[src/rtl/cfgacc_pkg.sv]
package cfgacc_pkg;

    typedef enum logic [1:0] {
        KIND_CFG_RD  = 2'b00,
        KIND_CFG_WR  = 2'b01,
        KIND_STAT_RD = 2'b10,
        KIND_INB_RST = 2'b11
    } acc_kind_e;

    typedef enum logic [1:0] {
        S_IDLE,
        S_ISSUE,
        S_WAIT,
        S_REJECT
    } seq_state_e;

    localparam logic [2:0] CODE_CLEAR = 3'd0;
    localparam logic [2:0] CODE_FATAL = 3'd3;

endpackage

[src/rtl/cfgacc_regs.sv]
module cfgacc_regs
    import cfgacc_pkg::*;
#(
    parameter int DATA_W = 32,
    parameter int ADDR_W = 12,
    parameter int TGT_W  = 2,
    parameter int STAT_W = 16
) (
    input  logic              clk,
    input  logic              rst_n,
    input  logic              wr_en,
    input  logic              wr_go,
    input  logic [2:0]        wr_code_clr,
    input  logic              wr_lock,
    input  logic [TGT_W-1:0]  wr_target,
    input  logic [1:0]        wr_kind,
    input  logic [ADDR_W-1:0] wr_addr,
    input  logic              fin,
    input  logic [2:0]        fin_code,
    input  logic [DATA_W-1:0] fin_data,
    output logic              go,
    output logic [2:0]        code,
    output logic              lock,
    output logic [TGT_W-1:0]  target,
    output acc_kind_e         kind,
    output logic [ADDR_W-1:0] addr,
    output logic [DATA_W-1:0] rdata
);

    localparam int HI_W = DATA_W - STAT_W;

    logic [DATA_W-1:0] kept_data;

    always_comb begin
        unique case (kind)
            KIND_CFG_RD:  kept_data = fin_data;
            KIND_STAT_RD: kept_data = {{HI_W{1'b0}}, fin_data[STAT_W-1:0]};
            default:      kept_data = '0;
        endcase
    end

    always_ff @(posedge clk) begin
        if (!rst_n) begin
            go     <= 1'b0;
            code   <= CODE_CLEAR;
            lock   <= 1'b0;
            target <= '0;
            kind   <= KIND_CFG_RD;
            addr   <= '0;
            rdata  <= '0;
        end else begin
            if (wr_en && wr_lock)
                lock <= 1'b1;
            if (fin) begin
                go    <= 1'b0;
                code  <= fin_code;
                rdata <= kept_data;
            end else if (wr_en && !go) begin
                target <= wr_target;
                kind   <= acc_kind_e'(wr_kind);
                addr   <= wr_addr;
                code   <= code & ~wr_code_clr;
                if (wr_go && code == CODE_CLEAR)
                    go <= 1'b1;
            end
        end
    end


    go_needs_clear_chk: assert property (@(posedge clk) disable iff (!rst_n)
        go |-> code == CODE_CLEAR);


    busy_hold_chk: assert property (@(posedge clk) disable iff (!rst_n)
        go && !fin |=> $stable(target) && $stable(kind) && $stable(addr));


    lock_sticky_chk: assert property (@(posedge clk) disable iff (!rst_n)
        lock |=> lock);


    fin_busy_chk: assert property (@(posedge clk) disable iff (!rst_n)
        fin |-> go);

endmodule

[src/rtl/cfgacc_seq.sv]
module cfgacc_seq
    import cfgacc_pkg::*;
#(
    parameter int                DATA_W     = 32,
    parameter int                ADDR_W     = 12,
    parameter int                TGT_W      = 2,
    parameter logic [ADDR_W-1:0] PROT_LIMIT = 12'h800
) (
    input  logic              clk,
    input  logic              rst_n,
    input  logic              go,
    input  acc_kind_e         kind,
    input  logic [TGT_W-1:0]  target,
    input  logic [ADDR_W-1:0] addr,
    input  logic              lock_eff,
    input  logic              req_ready,
    input  logic              done_valid,
    input  logic [2:0]        done_code,
    input  logic [DATA_W-1:0] done_data,
    output logic              req_valid,
    output acc_kind_e         req_kind,
    output logic [TGT_W-1:0]  req_target,
    output logic [ADDR_W-1:0] req_addr,
    output logic              fin,
    output logic [2:0]        fin_code,
    output logic [DATA_W-1:0] fin_data
);

    seq_state_e state, nxt;
    logic       blocked;
    logic       uses_addr;

    assign blocked   = (kind == KIND_CFG_WR) && (addr < PROT_LIMIT) && lock_eff;
    assign uses_addr = (kind == KIND_CFG_RD) || (kind == KIND_CFG_WR);

    always_ff @(posedge clk) begin
        if (!rst_n) state <= S_IDLE;
        else        state <= nxt;
    end

    always_comb begin
        nxt = state;
        unique case (state)
            S_IDLE:   if (go) nxt = blocked ? S_REJECT : S_ISSUE;
            S_ISSUE:  if (req_ready) nxt = S_WAIT;
            S_WAIT:   if (done_valid) nxt = S_IDLE;
            S_REJECT: nxt = S_IDLE;
            default:  nxt = S_IDLE;
        endcase
    end

    always_comb begin
        req_valid  = 1'b0;
        fin        = 1'b0;
        fin_code   = done_code;
        fin_data   = done_data;
        req_kind   = kind;
        req_target = target;
        req_addr   = uses_addr ? addr : '0;
        unique case (state)
            S_IDLE:   ;
            S_ISSUE:  req_valid = 1'b1;
            S_WAIT:   fin = done_valid;
            S_REJECT: begin
                fin      = 1'b1;
                fin_code = CODE_FATAL;
            end
            default:  ;
        endcase
    end


    req_hold_chk: assert property (@(posedge clk) disable iff (!rst_n)
        req_valid && !req_ready |=> req_valid && $stable(req_addr)
            && $stable(req_kind) && $stable(req_target));


    no_locked_issue_chk: assert property (@(posedge clk) disable iff (!rst_n)
        $rose(req_valid) && req_kind == KIND_CFG_WR && req_addr < PROT_LIMIT
            |-> !$past(lock_eff));

endmodule

[src/rtl/remote_cfg_access.sv]
module remote_cfg_access
    import cfgacc_pkg::*;
#(
    parameter int          DATA_W     = 32,
    parameter int          ADDR_W     = 12,
    parameter int          NDEV       = 4,
    parameter int          STAT_W     = 16,
    parameter logic [11:0] PROT_LIMIT = 12'h800
) (
    input  logic              clk,
    input  logic              rst_n,
    input  logic              reg_wr_en,
    input  logic [31:0]       reg_wdata,
    output logic [31:0]       reg_rdata,
    output logic [DATA_W-1:0] acc_rdata,
    input  logic              link_fatal_err,
    output logic              req_valid,
    input  logic              req_ready,
    output logic [1:0]        req_kind,
    output logic [1:0]        req_target,
    output logic [ADDR_W-1:0] req_addr,
    output logic [NDEV-1:0]   req_cs_n,
    input  logic              done_valid,
    input  logic [2:0]        done_code,
    input  logic [DATA_W-1:0] done_data
);

    localparam int TGT_W = 2;

    logic              go, lock, fin, lock_eff;
    logic [2:0]        code, fin_code;
    logic [TGT_W-1:0]  target;
    acc_kind_e         kind, rq_kind;
    logic [ADDR_W-1:0] addr;
    logic [DATA_W-1:0] fin_data;
    logic              unused_rsvd;

    assign unused_rsvd = ^{reg_wdata[26:21], reg_wdata[18], reg_wdata[15:12]};
    assign lock_eff    = lock && !link_fatal_err;

    cfgacc_regs #(.DATA_W(DATA_W), .ADDR_W(ADDR_W), .TGT_W(TGT_W), .STAT_W(STAT_W)) u_regs (
        .clk(clk), .rst_n(rst_n), .wr_en(reg_wr_en),
        .wr_go(reg_wdata[31]), .wr_code_clr(reg_wdata[30:28]), .wr_lock(reg_wdata[27]),
        .wr_target(reg_wdata[20:19]), .wr_kind(reg_wdata[17:16]), .wr_addr(reg_wdata[ADDR_W-1:0]),
        .fin(fin), .fin_code(fin_code), .fin_data(fin_data),
        .go(go), .code(code), .lock(lock), .target(target), .kind(kind), .addr(addr),
        .rdata(acc_rdata)
    );

    cfgacc_seq #(.DATA_W(DATA_W), .ADDR_W(ADDR_W), .TGT_W(TGT_W), .PROT_LIMIT(PROT_LIMIT)) u_seq (
        .clk(clk), .rst_n(rst_n), .go(go), .kind(kind), .target(target), .addr(addr),
        .lock_eff(lock_eff), .req_ready(req_ready), .done_valid(done_valid),
        .done_code(done_code), .done_data(done_data),
        .req_valid(req_valid), .req_kind(rq_kind), .req_target(req_target),
        .req_addr(req_addr), .fin(fin), .fin_code(fin_code), .fin_data(fin_data)
    );

    assign req_kind  = rq_kind;
    assign reg_rdata = {go, code, lock, 6'b0, target, 1'b0, kind, 4'b0, addr};

    for (genvar g = 0; g < NDEV; g++) begin : g_cs
        assign req_cs_n[g] = !(req_valid && req_target == TGT_W'(g));
    end


    cs_select_chk: assert property (@(posedge clk) disable iff (!rst_n)
        req_valid |-> $countones(~req_cs_n) == 1);


    cs_idle_chk: assert property (@(posedge clk) disable iff (!rst_n)
        !req_valid |-> &req_cs_n);

endmodule

[config.mk]
export PLATFORM = sky130hd
export DESIGN_NAME = remote_cfg_access
export DESIGN_NICKNAME = d
export VERILOG_FILES = /design/src/rtl/cfgacc_pkg.sv /design/src/rtl/cfgacc_regs.sv /design/src/rtl/cfgacc_seq.sv /design/src/rtl/remote_cfg_access.sv
export SDC_FILE = /design/constraint.sdc
export NUM_CORES = 1
export LEC_CHECK = 0
export CORE_ASPECT_RATIO = 0.6
export CORE_UTILIZATION = 65
export DETAILED_ROUTE_END_ITERATION = 8
export DONT_BUFFER_PORTS = 1
export PLACE_DENSITY = 0.84
export REMOVE_ABC_BUFFERS = 1
export SYNTH_ARGS = -nofsm -noshare
export SYNTH_HDL_FRONTEND = slang
export SYNTH_HIERARCHICAL = 1
export SYNTH_SLANG_ARGS = --single-unit
[constraint.sdc]
create_clock -name clk -period 3.3 [get_ports clk]
set_clock_uncertainty 0.05 [all_clocks]
set_input_delay 0.825 -clock clk [delete_from_list [all_inputs] [get_ports clk]]
set_output_delay 0.825 -clock clk [all_outputs]
set_load 0.01 [all_outputs]
Word-level counts from Yosys, hierarchy flattened
Cells that the tools add are included. Widths: inputs -> output; s select.

$lt $le $gt $ge: 1. Eq/ne operators: 11. Mux-type cells: 12. Bitwise logic cells: 4. Reduce and logical (&&, ||, !) cells: 26.

Operator list (number): $pmux 32 s2 (1); $lt 12x12->1 const B (1); $mux 12 (1); $eq 2x2->1 const B (5); $logic_and 1x1->1 (10); $mux 3 (3); $mux 2 (4); $pmux 2 s4 (1); $eq 2x1->1 const B (3); $logic_not 1->1 (6); $logic_not 2->1 (3); $ne 2x2->1 const B (3); $reduce_and 2->1 (2); $and 3x3->3 (1); $logic_not 3->1 (1); $not 3->3 (1); $reduce_and 3->1 (1); $not 1->1 (2); $pmux 1 s2 (1); $reduce_bool 2->1 (1); $reduce_or 2->1 (1); $logic_or 1x1->1 (1); $mux 1 (1).

Register bits: 55. Input port bits: 73. Output and inout port bits: 85. Word-level logic and storage cells: 62.

Depth between registers and ports, before layout
Gate-level depths: netlist of run 1.

Depth in word-level cells: 6. Depth in mapped cells: 6. Gate-level depth less buffers: 4.

Hierarchy
The synthesis of run 1 kept the hierarchy.

Modules (own cells, without submodules): cfgacc_regs (instances 1, cells an instance 164, area an instance 1895.6 um2, sequential area each 1061.0 um2); cfgacc_seq (instances 1, cells an instance 66, area an instance 484.2 um2, sequential area each 40.0 um2); remote_cfg_access (instances 1, cells an instance 19, area an instance 136.4 um2, sequential area each 0.0 um2).

Worst setup path before layout of run 1
No wires, ideal clock.

Path kind: register -> output. Start point: reg u_seq.state[0]. End point: out req_cs_n[0]. Data arrival time: 1.166 ns. Data required time: 2.425 ns. Setup slack: 1.259 ns. Cell stages (with the launch flop): 3. Path buffers: 0. Cell sequence: dfxtp_1 > nor2b_1 > or3b_1.

Word-level cells in the longest chain between the ends: 4.

Ends and longest elaborated chain: from (decl) (RTL line cfgacc_seq.sv:29) `seq_state_e state, nxt;`; from (signal assigned) (RTL line cfgacc_seq.sv:38) `else state <= nxt;`; $eq 2x1->1 (RTL line cfgacc_seq.sv:60) `unique case (state)`; $mux 1 (RTL line cfgacc_seq.sv:60); via req_valid (RTL line remote_cfg_access.sv:17) `output logic req_valid,`; $logic_and 1x1->1 (RTL line remote_cfg_access.sv:62) `assign req_cs_n[g] = !(req_valid && req_target == TGT_W'(g));`; $logic_not 1->1 (RTL line remote_cfg_access.sv:62); to (decl) (RTL line remote_cfg_access.sv:22) `output logic [NDEV-1:0] req_cs_n,`.

The timed path passes the listed nets, and every way through them passes these cells.

Worst setup path after layout of run 1
Same ends and word-level chain as after synthesis.

==> impl_metrics.json, run 1 <==
{
  "synthCells": 249,
  "cts_buffers": 5,
  "start_util": 0.6838,
  "fin_setup_tns_ps": 0,
  "hold_path.class": "register to register",
  "status": "completed",
  "drt-initial-drc-count": 58,
  "synth_top_area_share": 0.4376,
  "vdd_drop_max_uv": 418.8,
  "final_cell_count_no_fill": 249,
  "grt.total_usage": 0.1904,
  "drtAntennaViolNets": 0,
  "layout-drive-gt1-share": 0.04950,
  "hold_violations": 0,
  "fin_area_um2": 2221,
  "clk_path_buf_depth": 2,
  "max-cap-violations": 0,
  "intPower_uw": 949.9,
  "critPathLaunchType": "register",
  "setup_violations": 0,
  "synth.cell_area_um2": 2516,
  "die_h_um": 50.20,
  "placed_area_um2": 2118,
  "die_width_um": 82.32,
  "grt_pass1_vias": 1281,
  "yosysUniqueCellTypes": 33,
  "final_max_slew_viol_count": 0,
  "dieArea_um2": 4132,
  "num_vias": 1435,
  "p_leak_uw": 0.0009042,
  "cp_max_fo": 8,
  "sw_frac_of_total": 0.2298,
  "cts_tree": "done",
  "worstSetupPathType": "register to output pin",
  "maxSlewHeadroom": 0.5289,
  "path_delay_family": "simple AND/OR/NAND/NOR gates",
  "pre_cts_ws_ps": 1068,
  "fill_cells": 333,
  "p_clk_frac": 0.334,
  "clock_latency_ps": 290,
  "fin_crit_ps": 2442,
  "yosys.area.top_type": "dfxtp_1",
  "synth-seq-area-share": 0.4376,
  "clkSinkCount": 55,
  "wl_um": 4136,
  "hold_buffers": 0,
  "ys_ff_latch": 55,
  "diodes": 0,
  "routedWlPerCell_um": 16.61,
  "p_switching_uw": 283.5,
  "portBuffers": 0,
  "critPathMaxStageDelay_ps": 450,
  "slowest_stage": "dfxtp_1",
  "pwr-share-comb": 0.073,
  "tightest_slew_ps": 705.7,
  "cp_data_required_time_ps": 2420,
  "worst_slack_ps": 857.7,
  "place_inst": 242,
  "synth_area_per_cell_um2": 10.11,
  "htree_num_levels": 2,
  "cts-root-buf": "clkbuf_8",
  "cts.clk_slew.worst_paths_ps": 90,
  "yosys_warnings": 6,
  "crit_arrival_ps": 1570,
  "dp.final_hpwl_um": 2956,
  "cp-end-kind": "output pin",
  "drc_errors": 0,
  "antenna_found_initial": 0,
  "ios": 158,
  "whs_ps": 467.7,
  "ctsResizeCount": 0,
  "powerDensity_nw_per_um2": 555.4,
  "core_area_um2": 3680,
  "drtPass1Iterations": 6,
  "rsz0062_at_grt": "false",
  "synthTopCellsByArea": "dfxtp_1, buf_4, a22o_1",
  "cp_num_buf_inv": 0,
  "via_per_inst": 5.763,
  "cts_post_setup_buffers_inserted": 0,
  "fin_crit_sh": 0.7401,
  "nets": 275,
  "grt_max_degree": 40,
  "grt_pass1_wl_um": 5858,
  "p_seq_frac": 0.592,
  "gp_congestion": 0.6906,
  "rows": 17,
  "path_cells": "nor2b_1, or3b_1",
  "max_freq_mhz": 409.5,
  "areaGrowthSynthToFinish_pct": -11.74,
  "grt.overflow.total": 0
}
## cell families after synthesis
logic type / count (synthesis) / synth area share
AO/OA/AOI/OAI: 41 / 0.1362
buffers and inverters: 67 / 0.2049
flip-flops: 55 / 0.4376
multiplexers: 19 / 0.07558
other: 1 / 0.001490
AND/OR/NAND/NOR: 66 / 0.1442
## synthesized netlist by cell type, drive strengths merged
master	count
or4	1
nor2	2
nor3	1
nand2	33
or3b	1
and4bb	1
inv	2
nand4b	1
and2	1
nor2b	15
nand3b	2
nor3b	2
and4b	1
a211oi	3
nand3	1
clkbuf	4
o21a	1
nand2b	2
conb	1
o21ai	2
a22o	33
dfxtp	55
a21oi	1
a2111oi	1
mux2i	19
and3b	2
buf	61
## power groups by stage
stage / clock [µW] / sequential (µW) / combinational [µW]
floorplan: 0 / 737 / 78.2
CTS: 424 / 731 / 91.2
global route: 455 / 736 / 100
finish: 412 / 731 / 90.4
global placement: 0 / 746 / 88.4
detailed placement: 0 / 746 / 91.2
## final timing paths
check / slack [ps] / cells past startpoint / from / to
setup / recovery: 860 / 2 / u_seq/state[0]$_SDFFE_PN0P_ / req_cs_n[0]
hold / removal: 470 / 2 / u_regs/addr[1]$_SDFFE_PN0P_ / u_regs/addr[1]$_SDFFE_PN0P_
setup reg to reg: 1400 / 3 / u_seq/state[0]$_SDFFE_PN0P_ / u_regs/rdata[26]$_SDFFE_PN0P_
hold reg to reg: 470 / 2 / u_regs/addr[1]$_SDFFE_PN0P_ / u_regs/addr[1]$_SDFFE_PN0P_
## routing by layer
| layer | vias up | share of wire | global-route usage | routed length, µm |
|---|---|---|---|---|
| li1 | 696 | - | - | - |
| met1 | 660 | 0.43 | 0.2330 | 1758 |
| met4 | 0 | 0.0046 | 0.04386 | 19 |
| met3 | 2 | 0.13 | 0.08727 | 519 |
| met5 | - | 0 | 0 | 0 |
| met2 | 77 | 0.44 | 0.3044 | 1838 |
## worst min-delay path, stage by stage (launching register included)
cell	delay, ps
dfxtp_1	360
nand2_1	70
mux2i_1	50
## cell type report
cell class | instances | area (µm²) | area share
clock buffer | 6 | 72.57 | 0.03268
clock inverter | 1 | 30.03 | 0.01352
multi-input combinational | 137 | 943.4 | 0.4248
timing repair buffer | 1 | 7.507 | 0.003380
inverter | 2 | 7.507 | 0.003380
sequential | 55 | 1101 | 0.4958
tap | 47 | 58.81 | 0.02648
## flip-flops by register name, indices dropped and copies added, names as in the netlist
register       flops
u_regs/rdata      32
u_regs/addr       12
u_regs/code        3
u_regs/kind        2
u_regs/target      2
u_seq/state        2
u_regs/go          1
u_regs/lock        1
## placed cells by master, fill, tap and decap left out
| master | instances |
|---|---|
| clkbuf_1 | 1 |
| and2_1 | 1 |
| or4_1 | 1 |
| and4bb_1 | 1 |
| and4b_2 | 1 |
| nand4b_1 | 1 |
| nand2b_1 | 2 |
| nand3_1 | 1 |
| nor2b_1 | 14 |
| or3b_1 | 1 |
| nor2b_4 | 1 |
| o21ai_1 | 1 |
| dfxtp_1 | 55 |
| nor3b_1 | 1 |
| a22o_1 | 33 |
| a21oi_1 | 1 |
| o21a_1 | 1 |
| nand3b_1 | 2 |
| nor3_1 | 1 |
| o21ai_0 | 1 |
| buf_4 | 1 |
| conb_1 | 11 |
| mux2i_1 | 19 |
| and3b_1 | 2 |
| a211oi_1 | 3 |
| nor2_1 | 2 |
| nor3b_4 | 1 |
| a2111oi_0 | 1 |
| bufinv_16 | 1 |
| clkbuf_8 | 5 |
| inv_1 | 2 |
| nand2_1 | 33 |
## per-stage QoR
stage	total power, µW	util
5_1_grt	1292	0.6035
4_1_cts	1246	0.6035
6_report	1233	0.6035
3_5_place_dp	837.3	0.5757
2_1_floorplan	815.3	-
3_3_place_gp	834.3	0.5757
(Power assumes the default switching activity.)
==> inputs of run 2 (changes only) <==
--- a/config.mk
+++ b/config.mk
@@ -6,10 +6,10 @@
 export NUM_CORES = 1
 export LEC_CHECK = 0
 export CORE_ASPECT_RATIO = 0.6
-export CORE_UTILIZATION = 65
+export CORE_UTILIZATION = 56
 export DETAILED_ROUTE_END_ITERATION = 8
 export DONT_BUFFER_PORTS = 1
-export PLACE_DENSITY = 0.84
+export PLACE_DENSITY = 0.77
 export REMOVE_ABC_BUFFERS = 1
 export SYNTH_ARGS = -nofsm -noshare
 export SYNTH_HDL_FRONTEND = slang
==> constraint.sdc (replaced) <==
create_clock -name clk -period 2.2 [get_ports clk]
set_clock_uncertainty 0.05 [all_clocks]
set_input_delay 0.55 -clock clk [delete_from_list [all_inputs] [get_ports clk]]
set_output_delay 0.55 -clock clk [all_outputs]
set_load 0.01 [all_outputs]
==> impl_metrics.json, run 2 (synthesis gave the netlist of run 1 again) <==
{
  "die_h_um": 53.92,
  "routedWlPerCell_um": 16.39,
  "reg2reg_depth": 3,
  "fin_crit_sh": 0.8951,
  "clkSinkCount": 55,
  "hold_violations": 0,
  "final_cell_mix": "dfxtp_1, a22o_1, nand2_1",
  "cts_tree": "done",
  "drtAntennaViolNets": 0,
  "grt.overflow.total": 0,
  "rsz0062_at_grt": "false",
  "num_vias": 1438,
  "hp-start": "reg_wdata[28]",
  "vdd_drop_max_uv": 452.5,
  "grt.total_usage": 0.1655,
  "dp.final_hpwl_um": 3053,
  "fin_setup_tns_ps": 0,
  "critPathMaxStageDelay_ps": 460,
  "cp_data_required_time_ps": 1600,
  "p_leak_uw": 0.0009053,
  "rows": 18,
  "diodes": 0,
  "via_per_inst": 5.468,
  "worst-r2r-setup-slack_ps": 290,
  "largest_registers": "u_regs/rdata x32, u_regs/addr x12, u_regs/code x3",
  "hold_path_end": "u_regs/code[0]$_SDFFE_PN0P_",
  "antenna_found_initial": 0,
  "final_common_cell": "dfxtp_1",
  "r2r-start": "u_seq/state[0]$_SDFFE_PN0P_",
  "areaGrowthSynthToFinish_pct": -11.39,
  "dieArea_um2": 4774,
  "wl_um": 4310,
  "gp_congestion": 0.6649,
  "maxSlewHeadroom": 0.5130,
  "portBuffers": 0,
  "final_max_slew_viol_count": 0,
  "drt-initial-drc-count": 31,
  "largest_register_ffs": 32,
  "path_cells": "nor2b_1, or3b_1",
  "slowest_stage": "dfxtp_1",
  "drtPass1Iterations": 4,
  "max-cap-violations": 0,
  "hold_path.class": "primary input to register",
  "drc_errors": 0,
  "powerDensity_nw_per_um2": 793.2,
  "clock_latency_ps": 290,
  "start_util": 0.5974,
  "r2r-end": "u_regs/rdata[23]$_SDFFE_PN0P_",
  "ios": 158,
  "cts.clk_slew.worst_paths_ps": 90,
  "clk_path_buf_depth": 2,
  "power_uw": 1768,
  "cts-root-buf": "clkbuf_8",
  "cts_post_setup_buffers_inserted": 0,
  "ctsResizeCount": 0,
  "grt_pass1_wl_um": 5823,
  "cts_buffers": 5,
  "max_freq_mhz": 507.8,
  "holdPathStages": 1,
  "crit_arrival_ps": 1370,
  "layout-drive-gt1-share": 0.05911,
  "worstSetupPathType": "register to output pin",
  "core_area_um2": 4212,
  "die_width_um": 88.54,
  "fin_crit_ps": 1969,
  "top_register": "u_regs/rdata",
  "cp_max_fo": 8,
  "grt_pass1_vias": 1305,
  "tightest_slew_ps": 729.5,
  "hold_buffers": 0,
  "cp-end-kind": "output pin",
  "status": "completed",
  "critPathLaunchType": "register",
  "setup_violations": 0,
  "grt_max_degree": 40,
  "htree_num_levels": 2,
  "nets": 276
}
==> run 2: metrics by stage <==
| stage | worst slack, ps | hold WS (ps) | area, µm² | cells | utilization |
|---|---|---|---|---|---|
| after global placement | 313.9 | 450.4 | 2142 | 256 | 0.5086 |
| after global routing | 190.2 | 280.1 | 2230 | 263 | 0.5294 |
| after floorplan | -119.7 | 436.7 | 2046 | 194 | - |
| final | 230.8 | 293.6 | 2230 | 263 | 0.5294 |
| after detailed placement | 284.7 | 461.6 | 2142 | 256 | 0.5086 |
| after CTS | 243.1 | 284.0 | 2230 | 263 | 0.5294 |
==> run 2: final cells by class <==
cell class,count,area [µm²]
clock buffers,6,82.58
clock inverters,1,5.005
fillers,397,1982
inverters,2,7.507
multi-input cells,137,943.4
flip-flops and latches,55,1101
well taps,60,75.07
repair buffers,2,15.01
==> run 2: power breakdown <==
part	switching [µW]	internal [µW]	leakage, µW
clock	284	247	0.0000470
sequential	64.3	1030	0.000447
combinational	79.4	60.6	0.000411
==> run 2: worst max-delay path, delay by kind of cell, from the launching register on <==
family,cells,cell delay [ps]
AND/OR/NAND/NOR,2,620
flip-flops,1,460
==> run 2: worst max-delay path by stage <==
stage                                start                       endpoint  slack [ps]  depth (start not counted)
3_3_place_gp                    done_valid  u_regs/rdata[20]$_SDFFE_PN0P_         310                          3
6_report       u_seq/state[0]$_SDFFE_PN0P_                    req_cs_n[0]         230                          2
2_1_floorplan                   done_valid    u_regs/code[0]$_SDFFE_PN0P_        -120                          3
5_1_grt        u_seq/state[0]$_SDFFE_PN0P_                    req_cs_n[0]         190                          2
3_5_place_dp                    done_valid  u_regs/rdata[24]$_SDFFE_PN0P_         280                          3
4_1_cts        u_seq/state[0]$_SDFFE_PN0P_                    req_cs_n[0]         240                          2
==> run 2: layer usage <==
metal,wire length (µm),track usage
met1,1908,0.1985
met2,1875,0.2628
met3,504,0.07975
met4,22,0.05645
met5,0,0
